[src/rtl/mode_strobe_pkg.sv]
// Shared types and decode functions for the reset mode latch.
// Assumes the pin pair is given as {b, a}.
package mode_strobe_pkg;

    typedef enum logic [1:0] {
        MC_SINGLE = 2'd0,
        MC_EXPAND = 2'd1,
        MC_BOOT   = 2'd2,
        MC_TEST   = 2'd3
    } mode_code_e;

    typedef struct packed {
        logic rom_boot;
        logic special;
        logic expanded;
        logic vec_sel;
    } mode_ctrl_t;

    // Map the sampled pin pair {b, a} to a mode code.
    function automatic mode_code_e pins_to_code(input logic [1:0] ba);
        case (ba)
            2'b10:   return MC_SINGLE;
            2'b11:   return MC_EXPAND;
            2'b00:   return MC_BOOT;
            default: return MC_TEST;
        endcase
    endfunction

    // Map a mode code to its four control bits.
    function automatic mode_ctrl_t code_to_ctrl(input mode_code_e code);
        case (code)
            MC_SINGLE: return '{rom_boot: 1'b0, special: 1'b0, expanded: 1'b0, vec_sel: 1'b0};
            MC_EXPAND: return '{rom_boot: 1'b0, special: 1'b0, expanded: 1'b1, vec_sel: 1'b0};
            MC_BOOT:   return '{rom_boot: 1'b1, special: 1'b1, expanded: 1'b0, vec_sel: 1'b1};
            default:   return '{rom_boot: 1'b0, special: 1'b1, expanded: 1'b1, vec_sel: 1'b1};
        endcase
    endfunction

endpackage

[src/rtl/mode_pin_sync.sv]
// Multi-stage synchroniser for asynchronous board pins.
// It has no reset on purpose: it must run while the chip reset is held,
// because that is the only time its output is used.
module mode_pin_sync #(
    parameter int WIDTH  = 2,
    parameter int STAGES = 2
) (
    input  logic             clk,
    input  logic [WIDTH-1:0] din,
    output logic [WIDTH-1:0] dout
);
    localparam int LAST = STAGES - 1;

    logic [WIDTH-1:0] chain [STAGES];

    // First stage: capture the raw pin levels.
    always_ff @(posedge clk) begin
        chain[0] <= din;
    end

    // Later stages: shift the chain along.
    generate
        for (genvar i = 1; i < STAGES; i++) begin : g_stage
            always_ff @(posedge clk) begin
                chain[i] <= chain[i-1];
            end
        end
    endgenerate

    assign dout = chain[LAST];
endmodule

[src/rtl/mode_capture.sv]
// Holds the synchronised pin pair at every reset edge. At the first edge
// after reset it decodes the held pair once and locks the result.
// Assumes rst_n is synchronous and active low.
module mode_capture
    import mode_strobe_pkg::*;
(
    input  logic       clk,
    input  logic       rst_n,
    input  logic [1:0] pins_sync,
    output mode_code_e code,
    output mode_ctrl_t ctrl
);
    logic [1:0] pin_hold;
    logic       locked;
    mode_code_e code_q;
    mode_ctrl_t ctrl_q;

    // Track the synchronised pins only while reset is held.
    always_ff @(posedge clk) begin
        if (!rst_n) pin_hold <= pins_sync;
    end

    // Decode once on the first edge out of reset, then keep the result.
    always_ff @(posedge clk) begin
        if (!rst_n) begin
            locked <= 1'b0;
            code_q <= MC_SINGLE;
            ctrl_q <= '0;
        end else if (!locked) begin
            locked <= 1'b1;
            code_q <= pins_to_code(pin_hold);
            ctrl_q <= code_to_ctrl(pins_to_code(pin_hold));
        end
    end

    assign code = code_q;
    assign ctrl = ctrl_q;
endmodule

[src/rtl/fetch_strobe.sv]
// Turns the core's one-cycle fetch pulse into a pull-low enable for the
// shared open-drain pin, one cycle later. It is held released during reset.
module fetch_strobe (
    input  logic clk,
    input  logic rst_n,
    input  logic fetch_start,
    output logic pull_low
);
    logic pull_q;

    // Register the fetch pulse; reset forces the pin released.
    always_ff @(posedge clk) begin
        if (!rst_n) pull_q <= 1'b0;
        else        pull_q <= fetch_start;
    end

    assign pull_low = pull_q;
endmodule

[src/rtl/mode_strobe_top.sv]
// Top of the reset mode latch. It synchronises the two select pins,
// latches the mode at reset release and drives the open-drain strobe enable.
// The pin-A pad drives only low, under strobe_pull_low. Pin B is input only.
module mode_strobe_top #(
    parameter int SYNC_STAGES = 2
) (
    input  logic       clk,
    input  logic       rst_n,
    input  logic       mode_pin_b,
    input  logic       mode_pin_a,
    input  logic       fetch_start,
    output logic       rom_boot,
    output logic       special_mode,
    output logic       expanded_mode,
    output logic       vector_select,
    output logic [1:0] mode_code,
    output logic       strobe_pull_low
);
    import mode_strobe_pkg::*;

    localparam int PIN_W = 2;

    logic [PIN_W-1:0] pins_sync;
    mode_code_e       code;
    mode_ctrl_t       ctrl;

    mode_pin_sync #(.WIDTH(PIN_W), .STAGES(SYNC_STAGES)) sync_i (
        .clk  (clk),
        .din  ({mode_pin_b, mode_pin_a}),
        .dout (pins_sync)
    );

    mode_capture cap_i (
        .clk       (clk),
        .rst_n     (rst_n),
        .pins_sync (pins_sync),
        .code      (code),
        .ctrl      (ctrl)
    );

    fetch_strobe strb_i (
        .clk         (clk),
        .rst_n       (rst_n),
        .fetch_start (fetch_start),
        .pull_low    (strobe_pull_low)
    );

    assign mode_code     = code;
    assign rom_boot      = ctrl.rom_boot;
    assign special_mode  = ctrl.special;
    assign expanded_mode = ctrl.expanded;
    assign vector_select = ctrl.vec_sel;
endmodule

[config.mk]
export PLATFORM = sky130hd
export DESIGN_NAME = mode_strobe_top
export DESIGN_NICKNAME = d
export VERILOG_FILES = /design/src/rtl/mode_strobe_pkg.sv /design/src/rtl/mode_pin_sync.sv /design/src/rtl/mode_capture.sv /design/src/rtl/fetch_strobe.sv /design/src/rtl/mode_strobe_top.sv
export SDC_FILE = /design/constraint.sdc
export NUM_CORES = 1
export LEC_CHECK = 0
export CORE_AREA = 2 2 39 41
export CTS_CLUSTER_DIAMETER = 60
export CTS_CLUSTER_SIZE = 10
export DETAILED_ROUTE_END_ITERATION = 10
export DIE_AREA = 0 0 41 43
export GPL_TIMING_DRIVEN = 0
export PLACE_DENSITY = 0.6
export SYNTH_ARGS = -nofsm -noshare
export SYNTH_HDL_FRONTEND = slang
export SYNTH_SLANG_ARGS = --single-unit
[constraint.sdc]
create_clock -name clk -period 1.7 [get_ports clk]
set_input_delay 0.34 -clock clk [delete_from_list [all_inputs] [get_ports clk]]
set_output_delay 0.34 -clock clk [all_outputs]
set_load 0.005 [all_outputs]
==> metrics.md, run 1 <==
| Metric | Value |
|---|---|
| Status | complete, no violations |
| Global-route wire length before repair | 676 um |
| Sink Count | 11 |
| Synth Register Bits | 11 |
| Final period util | 0.9203 |
| Num CTS Buffers | 3 |
| Layout area overhead | 48.26% |
| Mapped Area | 324.1 sq um |
| Worst-skew pair later-pin latency | 260 ps |
| Fmax | 639.2 MHz |
| Die Span Y | 43 um |
| Unrepaired setup endpoints after global routing | false |
| Final setup vio count | 0 |
| Worst slack, placed | 350.4 ps |
| Worst setup EP type | primary output |
| Final hold viol count | 0 |
| CP startpoint | cap_i.ctrl[0]$_SDFFE_PN0N_ |
| CP Class | reg2out |
| Max Root-Sink Buffers | 2 |
| Worst r2r dst | cap_i.ctrl[0]$_SDFFE_PN0N_ |
| GRT Util Overall | 0.06788 |
| Grt ovf | 0 |
| DP Area | 454.2 sq um |
| Design area | 480.5 sq um |
| Initial antenna violation count | 0 |
| Vias per cell | 3.759 |
| RR Startpoint | cap_i.pin_hold[1]$_DFFE_PN_ |
| Crit path to | vector_select |
| Routed WL per cell | 7.463 um |
| Largest net degree at the start of global routing | 7 |
| Post-synthesis sequential area ratio | 0.7413 |
| Hold Path Stages | 0 |
| Crit-path max FO | 4 |
| Core Region | 0.001384 sq mm |
| IR drop worst, VDD | 0.4396 mV |
| Worst path arrival time | 1220 ps |
| Flop2flop setup slack | 890 ps |
| Most common cell after layout, fill and taps aside | clkdlybuf4s50_1 |
| Max-slew violations | 0 |
| Most frequent cells in the layout | 11 x clkdlybuf4s50_1, 9 x dfxtp_1, 3 x buf_4, 3 x clkbuf_4, 2 x edfxtp_1 |
| Root buffer cell | clkbuf_4 |
| Cts repair resizes | 0 |
| Max cap viols | 0 |
| Pre-Repair DR Iteration Count | 2 |
| Power density cells | 1031 mW/mm^2 |
| Syn. warnings | 0 |
| Worst slew pin tran | 206.9 ps |
| Startpoint Class | flop |
| Die area | 0.001763 sq mm |
| Post-Syn Nets | 28 |
| Gp weighted congestion | 0.6093 |
| Gate Count Post-Synth | 23 |
| Layout cells sized above 1 | 0.2368 |
| Worst Path Required | 1360 ps |
| Fin Setup TNS | 0 ps |
| Final net count | 44 |
| Vias in the first global route | 179 |
| Clk_skew | 3.027 ps |
| Clock transition at path regs | 60 ps |
| Fin crit period | 1564 ps |
| 1st-iter DRT viols | 1 |
| Final worst slack | 135.5 ps |
| Post-Route WL | 403 um |
| Initial Utilization | 0.2342 |
| Worst Reg-to-Reg Cells | 2 |
| Hold Worst Slack | 327.9 ps |
| Layout Utilization | 0.3472 |
| Leakage | 0.1941 nW |
| Synth unique cells | 12 |
| Worst min path class | reg2reg |
| CTS tree | done |
| DIE WIDTH | 41 um |
| H-Tree Depth | 1 |
| Avg Synthesized Cell Area | 14.09 sq um |
| Post-CTS setup buffer count | 0 |
| IO Port Bufs | 11 |
| I/O Pins | 12 |
| Slew HR | 0.8606 |
| DR vias | 203 |
| ANT nets after route | 0 |
| Num rows | 14 |
| Hold-fix buffers, CTS | 0 |
| Drt drc | 0 |
| Antenna diodes | 0 |
worst max-delay path: stages, from the launching register on:
cell,delay (ps)
dfxtp_1,370
buf_4,120
clkdlybuf4s50_1,480
area by class of cell:
cell class                 instances  area (sq um)
multi-input combinational          8         57.56
fill                             145         903.4
sequential                        11         240.2
inverter                           1         3.754
timing repair buffer              11         110.1
buffer                             3         22.52
clock buffer                       4         26.28
tap                               16         20.02
worst min path at each step:
stage	from	end
final	sync_i.chain[0][0]$_DFF_P_	sync_i.chain[1][0]$_DFF_P_
after global routing	sync_i.chain[0][1]$_DFF_P_	sync_i.chain[1][1]$_DFF_P_
after CTS	sync_i.chain[0][0]$_DFF_P_	sync_i.chain[1][0]$_DFF_P_
after detailed placement	sync_i.chain[0][0]$_DFF_P_	sync_i.chain[1][0]$_DFF_P_
after global placement	sync_i.chain[0][0]$_DFF_P_	sync_i.chain[1][0]$_DFF_P_
after floorplan	sync_i.chain[0][0]$_DFF_P_	sync_i.chain[1][0]$_DFF_P_
logic make-up after synthesis:
group,after synthesis,synth area share
DFF,11,0.7413
and+or+nand+nor,5,0.08107
buffers and inverters,4,0.08107
AOI/OAI and AO/OA,2,0.06564
muxes,1,0.03089
synth_stat cells:
cell type | instances | area [sq um]
nor2_1 | 1 | 3.750
mux2i_1 | 1 | 10.01
dfxtp_1 | 9 | 180.2
and2_2 | 1 | 7.510
nand2_1 | 1 | 3.750
inv_2 | 1 | 3.750
edfxtp_1 | 2 | 60.06
a21oi_1 | 1 | 5.000
buf_4 | 3 | 22.52
nand3_1 | 1 | 5.000
or2_1 | 1 | 6.260
o41ai_2 | 1 | 16.27
power by group:
group,switching [mW],total (mW),leakage (nW),internal (mW)
logic,0.0102,0.0409,0.0843,0.0307
registers,0.00713,0.287,0.0948,0.280
clock network,0.0770,0.168,0.0150,0.0906
total,0.0944,0.495,0.194,0.401
routing by layer:
| metal | vias to the layer above | part of all wire | global-route usage |
|---|---|---|---|
| li1 | 104 | - | - |
| met1 | 84 | 0.41 | 0.05629 |
| met2 | 11 | 0.43 | 0.08125 |
| met3 | 4 | 0.092 | 0.04712 |
| met4 | 0 | 0.067 | 0.1000 |
| met5 | - | 0 | 0 |
flip-flops by register name (all words and copies together) (netlist names):
register and cells:
cap_i.locked 1, cap_i.code 1, strb_i.pull_low 1, cap_i.ctrl 2, cap_i.pin_hold 2, sync_i.chain 4
metrics by stage:
stage / cells / total power, mW
floorplan: 23 / 0.3057
global placement: 50 / 0.3338
detailed placement: 50 / 0.3347
CTS: 54 / 0.5059
global route: 54 / 0.5211
finish: 54 / 0.4952
No activity file was read; power rests on OpenSTA's default activity.
==> inputs of run 2 (changes only) <==
- PLACE_DENSITY: 0.6 -> default
==> results of run 2 <==
Same layout as run 1: the final DEF is identical, and so are final timing and power.
